**src/rtl/i2c_host_pkg.sv**
```systemverilog
`timescale 1ns/1ps
package i2c_host_pkg;

  // register offsets
  localparam logic [2:0] OFS_CSET  = 3'd0;
  localparam logic [2:0] OFS_CCLR  = 3'd1;
  localparam logic [2:0] OFS_STAT  = 3'd2;
  localparam logic [2:0] OFS_DATA  = 3'd3;
  localparam logic [2:0] OFS_THI_L = 3'd4;
  localparam logic [2:0] OFS_THI_H = 3'd5;
  localparam logic [2:0] OFS_TLO_L = 3'd6;
  localparam logic [2:0] OFS_TLO_H = 3'd7;

  // control bit positions
  localparam int B_AA  = 2;
  localparam int B_SI  = 3;
  localparam int B_STO = 4;
  localparam int B_STA = 5;
  localparam int B_EN  = 6;

  // status codes (value of bits 7:3)
  localparam logic [4:0] SC_IDLE    = 5'h1F;
  localparam logic [4:0] SC_START   = 5'h01;
  localparam logic [4:0] SC_RSTART  = 5'h02;
  localparam logic [4:0] SC_WA_ACK  = 5'h03;
  localparam logic [4:0] SC_WA_NACK = 5'h04;
  localparam logic [4:0] SC_WD_ACK  = 5'h05;
  localparam logic [4:0] SC_WD_NACK = 5'h06;
  localparam logic [4:0] SC_RA_ACK  = 5'h08;
  localparam logic [4:0] SC_RA_NACK = 5'h09;
  localparam logic [4:0] SC_RD_ACK  = 5'h0A;
  localparam logic [4:0] SC_RD_NACK = 5'h0B;

  typedef struct packed {
    logic en;
    logic sta;
    logic sto;
    logic si;
    logic aa;
  } ctrl_t;

  typedef enum logic [3:0] {
    E_IDLE, E_START, E_WAIT, E_BIT_L, E_BIT_H,
    E_RS_L, E_RS_H, E_STOP_L, E_STOP_H, E_STOP_R
  } eng_state_t;

  typedef enum logic [1:0] {M_ADDR, M_TX, M_RX} xfer_mode_t;

endpackage

```
**src/rtl/i2c_host_regs.sv**
```systemverilog
`timescale 1ns/1ps
module i2c_host_regs
  import i2c_host_pkg::*;
#(
  parameter int CNT_W   = 16,
  parameter int CNT_RST = 4,
  parameter int BYTE_W  = 8
) (
  input  logic              clk,
  input  logic              rst,
  input  logic              reg_wr,
  input  logic [2:0]        reg_addr,
  input  logic [BYTE_W-1:0] reg_wdata,
  output logic [BYTE_W-1:0] reg_rdata,
  input  logic              si_set,
  input  logic              sto_clr,
  input  logic              rx_load,
  input  logic [BYTE_W-1:0] rx_byte,
  input  logic [4:0]        stat_code,
  output ctrl_t             ctrl,
  output logic [BYTE_W-1:0] data_q,
  output logic [CNT_W-1:0]  thigh,
  output logic [CNT_W-1:0]  tlow
);

  localparam int HI_W = CNT_W - BYTE_W;
  localparam int EXT_W = 2 * BYTE_W;

  logic wr_set, wr_clr;
  logic [EXT_W-1:0] thi_ext, tlo_ext;

  assign wr_set  = reg_wr && (reg_addr == OFS_CSET);
  assign wr_clr  = reg_wr && (reg_addr == OFS_CCLR);
  assign thi_ext = EXT_W'(thigh);
  assign tlo_ext = EXT_W'(tlow);

  always_ff @(posedge clk) begin
    if (rst) begin
      ctrl <= '0;
    end else begin
      if (sto_clr) ctrl.sto <= 1'b0;
      if (wr_set) begin
        if (reg_wdata[B_AA])  ctrl.aa  <= 1'b1;
        if (reg_wdata[B_SI])  ctrl.si  <= 1'b1;
        if (reg_wdata[B_STO]) ctrl.sto <= 1'b1;
        if (reg_wdata[B_STA]) ctrl.sta <= 1'b1;
        if (reg_wdata[B_EN])  ctrl.en  <= 1'b1;
      end
      if (wr_clr) begin
        if (reg_wdata[B_AA])  ctrl.aa  <= 1'b0;
        if (reg_wdata[B_SI])  ctrl.si  <= 1'b0;
        if (reg_wdata[B_STA]) ctrl.sta <= 1'b0;
        if (reg_wdata[B_EN])  ctrl.en  <= 1'b0;
      end
      if (si_set) ctrl.si <= 1'b1;
    end
  end

  always_ff @(posedge clk) begin
    if (rst) begin
      data_q <= '0;
      thigh  <= CNT_W'(CNT_RST);
      tlow   <= CNT_W'(CNT_RST);
    end else begin
      if (rx_load) begin
        data_q <= rx_byte;
      end else if (reg_wr && reg_addr == OFS_DATA) begin
        data_q <= reg_wdata;
      end
      if (reg_wr) begin
        case (reg_addr)
          OFS_THI_L: thigh[BYTE_W-1:0] <= reg_wdata;
          OFS_THI_H: thigh[CNT_W-1:BYTE_W] <= reg_wdata[HI_W-1:0];
          OFS_TLO_L: tlow[BYTE_W-1:0] <= reg_wdata;
          OFS_TLO_H: tlow[CNT_W-1:BYTE_W] <= reg_wdata[HI_W-1:0];
          default: ;
        endcase
      end
    end
  end

  always_comb begin
    reg_rdata = '0;
    case (reg_addr)
      OFS_CSET: begin
        reg_rdata[B_AA]  = ctrl.aa;
        reg_rdata[B_SI]  = ctrl.si;
        reg_rdata[B_STO] = ctrl.sto;
        reg_rdata[B_STA] = ctrl.sta;
        reg_rdata[B_EN]  = ctrl.en;
      end
      OFS_STAT:  reg_rdata = {stat_code, 3'b000};
      OFS_DATA:  reg_rdata = data_q;
      OFS_THI_L: reg_rdata = thi_ext[BYTE_W-1:0];
      OFS_THI_H: reg_rdata = thi_ext[EXT_W-1:BYTE_W];
      OFS_TLO_L: reg_rdata = tlo_ext[BYTE_W-1:0];
      OFS_TLO_H: reg_rdata = tlo_ext[EXT_W-1:BYTE_W];
      default:   reg_rdata = '0;
    endcase
  end

endmodule

```
**src/rtl/i2c_host_engine.sv**
```systemverilog
`timescale 1ns/1ps
module i2c_host_engine
  import i2c_host_pkg::*;
#(
  parameter int CNT_W  = 16,
  parameter int BYTE_W = 8
) (
  input  logic              clk,
  input  logic              rst,
  input  ctrl_t             ctrl,
  input  logic [BYTE_W-1:0] data_q,
  input  logic [CNT_W-1:0]  thigh,
  input  logic [CNT_W-1:0]  tlow,
  input  logic              sda_in,
  output logic              scl_low,
  output logic              sda_low,
  output logic [4:0]        stat_code,
  output logic              si_set,
  output logic              sto_clr,
  output logic              rx_load,
  output logic [BYTE_W-1:0] rx_byte,
  output logic              eng_hold
);

  localparam int BIT_W = $clog2(BYTE_W + 1);
  localparam logic [BIT_W-1:0] ACK_SLOT = BIT_W'(BYTE_W);
  localparam logic [BIT_W-1:0] LAST_DATA = BIT_W'(BYTE_W - 1);

  eng_state_t        state;
  xfer_mode_t        mode;
  logic [CNT_W-1:0]  cnt;
  logic [BIT_W-1:0]  bitn;
  logic [BYTE_W-1:0] tx_sh;
  logic [BYTE_W-1:0] rx_sh;
  logic              dir_rd;
  logic              aa_l;
  logic              rep;
  logic              pend;
  logic              drv_nxt;
  logic              tm_done;
  logic              ack_seen;
  logic [CNT_W-1:0]  thi_p, tlo_p;

  assign tm_done  = (cnt <= CNT_W'(1));
  assign ack_seen = !sda_in;
  assign thi_p    = (thigh == '0) ? CNT_W'(1) : thigh;
  assign tlo_p    = (tlow == '0) ? CNT_W'(1) : tlow;
  assign eng_hold = (state == E_WAIT);
  assign rx_byte  = rx_sh;

  // event strobes: registered with the engine's own transition into the hold state
  assign si_set  = ctrl.en && tm_done &&
                   ((state == E_START) || (state == E_BIT_H && bitn == ACK_SLOT));
  assign rx_load = ctrl.en && tm_done && state == E_BIT_H &&
                   bitn == ACK_SLOT && mode == M_RX;
  assign sto_clr = ctrl.en && ((state == E_STOP_R && tm_done) ||
                               (state == E_IDLE && ctrl.sto));

  always_ff @(posedge clk) begin
    if (rst || !ctrl.en) begin
      state     <= E_IDLE;
      mode      <= M_ADDR;
      scl_low   <= 1'b0;
      sda_low   <= 1'b0;
      stat_code <= SC_IDLE;
      cnt       <= CNT_W'(1);
      bitn      <= '0;
      tx_sh     <= '0;
      rx_sh     <= '0;
      dir_rd    <= 1'b0;
      aa_l      <= 1'b0;
      rep       <= 1'b0;
      pend      <= 1'b0;
      drv_nxt   <= 1'b0;
    end else begin
      if (cnt > CNT_W'(1)) cnt <= cnt - CNT_W'(1);
      case (state)
        E_IDLE: begin
          scl_low <= 1'b0;
          sda_low <= 1'b0;
          if (!ctrl.sto && ctrl.sta && !ctrl.si) begin
            sda_low <= 1'b1;
            rep     <= 1'b0;
            cnt     <= thi_p;
            state   <= E_START;
          end
        end
        E_START: begin
          if (tm_done) begin
            scl_low   <= 1'b1;
            stat_code <= rep ? SC_RSTART : SC_START;
            mode      <= M_ADDR;
            state     <= E_WAIT;
          end
        end
        E_WAIT: begin
          if (!ctrl.si) begin
            stat_code <= SC_IDLE;
            cnt       <= tlo_p;
            if (ctrl.sto) begin
              sda_low <= 1'b1;
              state   <= E_STOP_L;
            end else if (ctrl.sta) begin
              sda_low <= 1'b0;
              state   <= E_RS_L;
            end else begin
              tx_sh   <= data_q;
              aa_l    <= ctrl.aa;
              bitn    <= '0;
              pend    <= 1'b1;
              drv_nxt <= (mode == M_RX) ? 1'b0 : !data_q[BYTE_W-1];
              if (mode == M_ADDR) dir_rd <= data_q[0];
              state   <= E_BIT_L;
            end
          end
        end
        E_BIT_L: begin
          if (pend) begin
            sda_low <= drv_nxt;
            pend    <= 1'b0;
          end else if (tm_done) begin
            scl_low <= 1'b0;
            cnt     <= thi_p;
            state   <= E_BIT_H;
          end
        end
        E_BIT_H: begin
          if (tm_done) begin
            scl_low <= 1'b1;
            if (bitn == ACK_SLOT) begin
              state <= E_WAIT;
              case (mode)
                M_ADDR: begin
                  mode <= dir_rd ? M_RX : M_TX;
                  if (dir_rd) stat_code <= ack_seen ? SC_RA_ACK : SC_RA_NACK;
                  else        stat_code <= ack_seen ? SC_WA_ACK : SC_WA_NACK;
                end
                M_TX:    stat_code <= ack_seen ? SC_WD_ACK : SC_WD_NACK;
                default: stat_code <= aa_l ? SC_RD_ACK : SC_RD_NACK;
              endcase
            end else begin
              if (mode == M_RX) rx_sh <= {rx_sh[BYTE_W-2:0], sda_in};
              tx_sh <= {tx_sh[BYTE_W-2:0], 1'b0};
              bitn  <= bitn + BIT_W'(1);
              pend  <= 1'b1;
              if (bitn == LAST_DATA) drv_nxt <= (mode == M_RX) ? aa_l : 1'b0;
              else                   drv_nxt <= (mode == M_RX) ? 1'b0 : !tx_sh[BYTE_W-2];
              cnt   <= tlo_p;
              state <= E_BIT_L;
            end
          end
        end
        E_RS_L: begin
          if (tm_done) begin
            scl_low <= 1'b0;
            cnt     <= thi_p;
            state   <= E_RS_H;
          end
        end
        E_RS_H: begin
          if (tm_done) begin
            sda_low <= 1'b1;
            rep     <= 1'b1;
            cnt     <= thi_p;
            state   <= E_START;
          end
        end
        E_STOP_L: begin
          if (tm_done) begin
            scl_low <= 1'b0;
            cnt     <= thi_p;
            state   <= E_STOP_H;
          end
        end
        E_STOP_H: begin
          if (tm_done) begin
            sda_low <= 1'b0;
            cnt     <= thi_p;
            state   <= E_STOP_R;
          end
        end
        E_STOP_R: begin
          if (tm_done) state <= E_IDLE;
        end
        default: state <= E_IDLE;
      endcase
    end
  end

endmodule

```
**src/rtl/i2c_host_ctrl.sv**
```systemverilog
`timescale 1ns/1ps
module i2c_host_ctrl
  import i2c_host_pkg::*;
#(
  parameter int CNT_W   = 16,
  parameter int CNT_RST = 4,
  parameter int BYTE_W  = 8
) (
  input  logic              clk,
  input  logic              rst,
  input  logic              reg_wr,
  input  logic [2:0]        reg_addr,
  input  logic [BYTE_W-1:0] reg_wdata,
  output logic [BYTE_W-1:0] reg_rdata,
  output logic              irq,
  output logic              scl_low,
  output logic              sda_low,
  input  logic              sda_in
);

  ctrl_t             ctrl;
  logic [BYTE_W-1:0] data_q;
  logic [CNT_W-1:0]  thigh, tlow;
  logic [4:0]        stat_code;
  logic              si_set, sto_clr, rx_load, eng_hold;
  logic [BYTE_W-1:0] rx_byte;

  assign irq = ctrl.si;

  i2c_host_regs #(.CNT_W(CNT_W), .CNT_RST(CNT_RST), .BYTE_W(BYTE_W)) u_regs (
    .clk       (clk),
    .rst       (rst),
    .reg_wr    (reg_wr),
    .reg_addr  (reg_addr),
    .reg_wdata (reg_wdata),
    .reg_rdata (reg_rdata),
    .si_set    (si_set),
    .sto_clr   (sto_clr),
    .rx_load   (rx_load),
    .rx_byte   (rx_byte),
    .stat_code (stat_code),
    .ctrl      (ctrl),
    .data_q    (data_q),
    .thigh     (thigh),
    .tlow      (tlow)
  );

  i2c_host_engine #(.CNT_W(CNT_W), .BYTE_W(BYTE_W)) u_eng (
    .clk       (clk),
    .rst       (rst),
    .ctrl      (ctrl),
    .data_q    (data_q),
    .thigh     (thigh),
    .tlow      (tlow),
    .sda_in    (sda_in),
    .scl_low   (scl_low),
    .sda_low   (sda_low),
    .stat_code (stat_code),
    .si_set    (si_set),
    .sto_clr   (sto_clr),
    .rx_load   (rx_load),
    .rx_byte   (rx_byte),
    .eng_hold  (eng_hold)
  );

endmodule

```
**config.mk**
```make
export PLATFORM = sky130hd
export DESIGN_NAME = i2c_host_ctrl
export DESIGN_NICKNAME = d
export VERILOG_FILES = /design/src/rtl/i2c_host_pkg.sv /design/src/rtl/i2c_host_regs.sv /design/src/rtl/i2c_host_engine.sv /design/src/rtl/i2c_host_ctrl.sv
export SDC_FILE = /design/constraint.sdc
export NUM_CORES = 1
export LEC_CHECK = 0
export BUFFER_PORTS_ARGS = -buffer_cell sky130_fd_sc_hd__buf_2
export CAP_MARGIN = 20
export CORE_MARGIN = 2
export CORE_UTILIZATION = 60
export CTS_CLUSTER_DIAMETER = 50
export DETAILED_ROUTE_END_ITERATION = 6
export PLACE_DENSITY_LB_ADDON = 0.2
export SLEW_MARGIN = 40
export SYNTH_ARGS = -nofsm -noshare
export SYNTH_HDL_FRONTEND = slang
export SYNTH_SLANG_ARGS = --single-unit
```
**constraint.sdc**
```tcl
create_clock -name clk -period 2.8 [get_ports clk]
set_clock_uncertainty 0.2 [all_clocks]
set_input_delay 0.14 -clock clk [delete_from_list [all_inputs] [get_ports clk]]
set_output_delay 0.14 -clock clk [all_outputs]
set_load 0.005 [all_outputs]
```
==> impl_metrics.csv <==
group,metric,value,unit
clocking,path_clk_slew,110,ps
power,switching_power,0.686,mW
final_layout,area_growth,10.1,%
drt,drt_iter0_markers,526,
clocking,cts_sinks,98,
synth,synth-xor-area-share,0.801,%
synth,ys_top_cells_by_count,"110 x nand2_1, 98 x dfxtp_1, 68 x nor2_1",
synth,postSynthCellCount,680,
drt,vias,5490,
drt,ant_nets,0,
global_routing,grt_pass1_wl,25.7,mm
job,maxCapViolations,0,
synth,avgSynthCellArea,8.04,um^2
synth,syn-num-nets,701,
power,ir_drop,0.302,mV
clocking,cts_made_buffers,9,
clocking,clockRootBuffer,"clkbuf_8",
min_path,hold_class,"input pin to register",
setup_path,crit_chain,"inv_1 -> ha_1 -> nor2_1 -> nor3_4 -> a21oi_1 -> or2_0 -> o21ai_0 -> a21oi_1",
synth,synth-async-reset-ratio,0,%
global_routing,grt_remaining_overflow,0,
power,internal_power,1.85,mW
power,power_leakage,2.21,nW
synth,muxShareOfSynthArea,8.56,%
setup_path,crit_type,"register to register",
clocking,htree_num_levels,3,
synth,synthSimpleGateAreaFrac,26.5,%
floorplan,fp.dieW,99.4,um
setup_path,critPathTopFamily,"simple AND/OR/NAND/NOR gates",
place,dp_hpwl,11.3,mm
final_layout,nNetsFinal,726,
drt,vias_per_cell,6.71,
drt,firstDrtPassIters,7,
place,port_buffers,25,
clocking,post_cts_buffers,0,
synth,synth_cell_types,80,
timing,setup_tns,0,ps
synth,netlist.area_leader.share,35.9,%
global_routing,grt_max_degree,46,
timing,fmax,375,MHz
synth,synth_fa_ha_area_share,1.37,%
setup_path,crit_path_top_delay_cell,"dfxtp_1",
final_layout,seq_area,0.00196,mm^2
timing,tightest_slew,676,ps
timing,slew_headroom,54.9,%
setup_path,critical_path.max_stage_delay,470,ps
timing,grt_setup_unrepaired,"no",
clocking,cts_tree,"done",
floorplan,coreArea,0.00876,mm^2
synth,synth_compound_area_share,22.6,%
outcome,status,"complete, no violations",
setup_path,crit_buf_inv,1,
setup_path,end_kind,"register",
setup_path,cp-start-kind,"register",
timing,finalCritPeriodShare,95.3,%
drt,wire_per_inst,19.4,um
power,swShare,27.1,%
floorplan,ioPinCount,26,
synth,syn_area,0.00547,mm^2
floorplan,core.rowCount,34,
timing,hold_viol_final,0,
timing,fin_crit,2670,ps
final_layout,drive_gt1_share,13.9,%
synth,yosys_register_bits,98,
power,seq_power_share,56.5,%
final_layout,antenna_cells,0,
power,total_power,2.53,mW
setup_path,cp.arrival,2740,ps
setup_path,critical_path.most_common_cell,"a21oi_1",
floorplan,die_h,99.4,um
synth,yosys_warnings,0,
synth,synth_area_leader_cell,"dfxtp_1",
synth,synth_edf_count,0,
synth,yosys-top-cells-area,"dfxtp_1 36%, nand2_1 7.6%, mux2i_1 5.7%",
synth,ys_seq_area_share,35.9,%
power,pwr_density_cell,421,mW/mm^2
clocking,cts.path.max_buffers,2,
synth,yosys.cell_count.top_type,"nand2_1",
clocking,clock_latency,370,ps
setup_path,crit_fanout,7,
timing,maxSlewViolCount,0,
floorplan,start_util,62.4,%
power,p_clk_share,36.2,%
setup_path,cp.required,2870,ps
power,combPwrFrac,7.2,%
drt,drcViolationCount,0,
place,gp_congestion,0.932,
floorplan,dieArea,0.00989,mm^2
global_routing,track_usage,32.3,%
global_routing,antenna_found_initial,0,
timing,finalSetupViolCount,0,
final_layout,multiInputGateArea,0.00328,mm^2
synth,synth-main-ff-cell,"dfxtp_1",
synth,synth_top_family_by_area,"simple AND/OR/NAND/NOR gates",
global_routing,grt_pass1_vias,5245,
final_layout,fillCellCount,722,
drt,wirelength,15.8,mm
## kinds of logic after synthesis
kind of cell	Yosys count
flip-flops	98
AO/OA/AOI/OAI	181
XOR/XNOR	5
buffers and inverters	55
adder cells (fa/ha/maj)	6
AND/OR/NAND/NOR	291
multiplexers	44
## registers in the layout, indices dropped and copies added, names as in the netlist, 2 cells and up, named ones only
name and count:
u_eng.bitn 4, u_eng.cnt 16, u_eng.mode 2, u_eng.rx_byte 8
u_eng.stat_code 5, u_eng.state 4, u_eng.tx_sh 7, u_regs.ctrl 2
u_regs.data_q 8, u_regs.thigh 16, u_regs.tlow 16
## tightest hold or removal path, stage by stage
cell and delay [ps]:
buf_2 170, nand2_1 110, nor2_1 130, nand2_1 100, a21oi_1 50
## metrics by stage
step | setup WS, ps | util [%] | hold WS (ps) | cell area (um^2) | std cells
after detailed placement | 175 | 65.1 | 250 | 5710 | 792
after CTS | 153 | 68.6 | 138 | 6010 | 818
final | 131 | 68.7 | 170 | 6020 | 818
after floorplan | 380 | - | 49.7 | 5470 | 680
after global routing | 0.0595 | 68.7 | 210 | 6020 | 818
after global placement | 238 | 65.1 | 246 | 5710 | 792
## what timing repair did
item | in CTS | in global routing
hold endpoints to repair | 42 | 0
gates resized for setup | 0 | 1
hold buffers | 10 | 0
endpoints found under the setup margin | 0 | 1
## power by group through the flow
stage                     Clock [mW]  Sequential [mW]  Combinational, mW
after floorplan                    0             1.45              0.112
after global placement             0             1.46              0.162
after detailed placement           0             1.46              0.166
after CTS                      0.922             1.43              0.178
after global routing           0.967             1.43              0.198
final                          0.917             1.43              0.184
## layout by cell type, fill, tap and decap left out, types with 4 or more instances in the layout
master and n:
a211oi_1 12, a21oi_1 60, a221o_1 9, a222oi_1 5
a22o_1 4, a22oi_1 7, a311oi_1 10, a31oi_1 5
and2_1 4, and3_1 5, buf_2 25, buf_4 23
clkbuf_8 10, dfxtp_1 98, dlygate4sd3_1 10, ha_1 6
inv_1 11, mux2_2 12, mux2i_1 31, nand2_1 110
nand2b_1 4, nand3_1 16, nand3b_1 7, nor2_1 68
nor2b_1 11, nor3_1 14, nor3b_1 4, nor4_1 12
o211ai_1 4, o21ai_0 26, o22ai_1 5, o31ai_1 4
## routing by layer
layer  share of wire [%]  GRT usage (%)  wire length (um)  up-vias
met1                  41           43.9              6540     2601
met2                  46           53.2              7320      302
met3                 9.5           4.22              1510       51
met5                   0              0                 0        -
li1                    -              -                 -     2536
met4                 3.0           11.3               467        0
## cell type report
class                           instances  share of cell area (%)
Sequential cell                        98                    32.6
Clock buffer                           10                    2.29
Timing Repair Buffer                   58                    6.61
Tap cell                              108                    2.25
Inverter                               11                   0.686
Clock inverter                          6                    1.02
Multi-Input combinational cell        527                    54.5
## final timing paths
| check | start | end | slack [ps] | cells after the start |
|---|---|---|---|---|
| setup / recovery | u_eng.cnt[0] | u_eng.cnt[11] | 130 | 8 |
| hold / removal | reg_wr | u_regs.tlow[8] | 170 | 5 |
| setup reg to reg | u_eng.cnt[0] | u_eng.cnt[11] | 130 | 8 |
| hold reg to reg | u_eng.stat_code[4] | u_eng.stat_code[4] | 280 | 1 |
(Power assumes the default switching activity.)
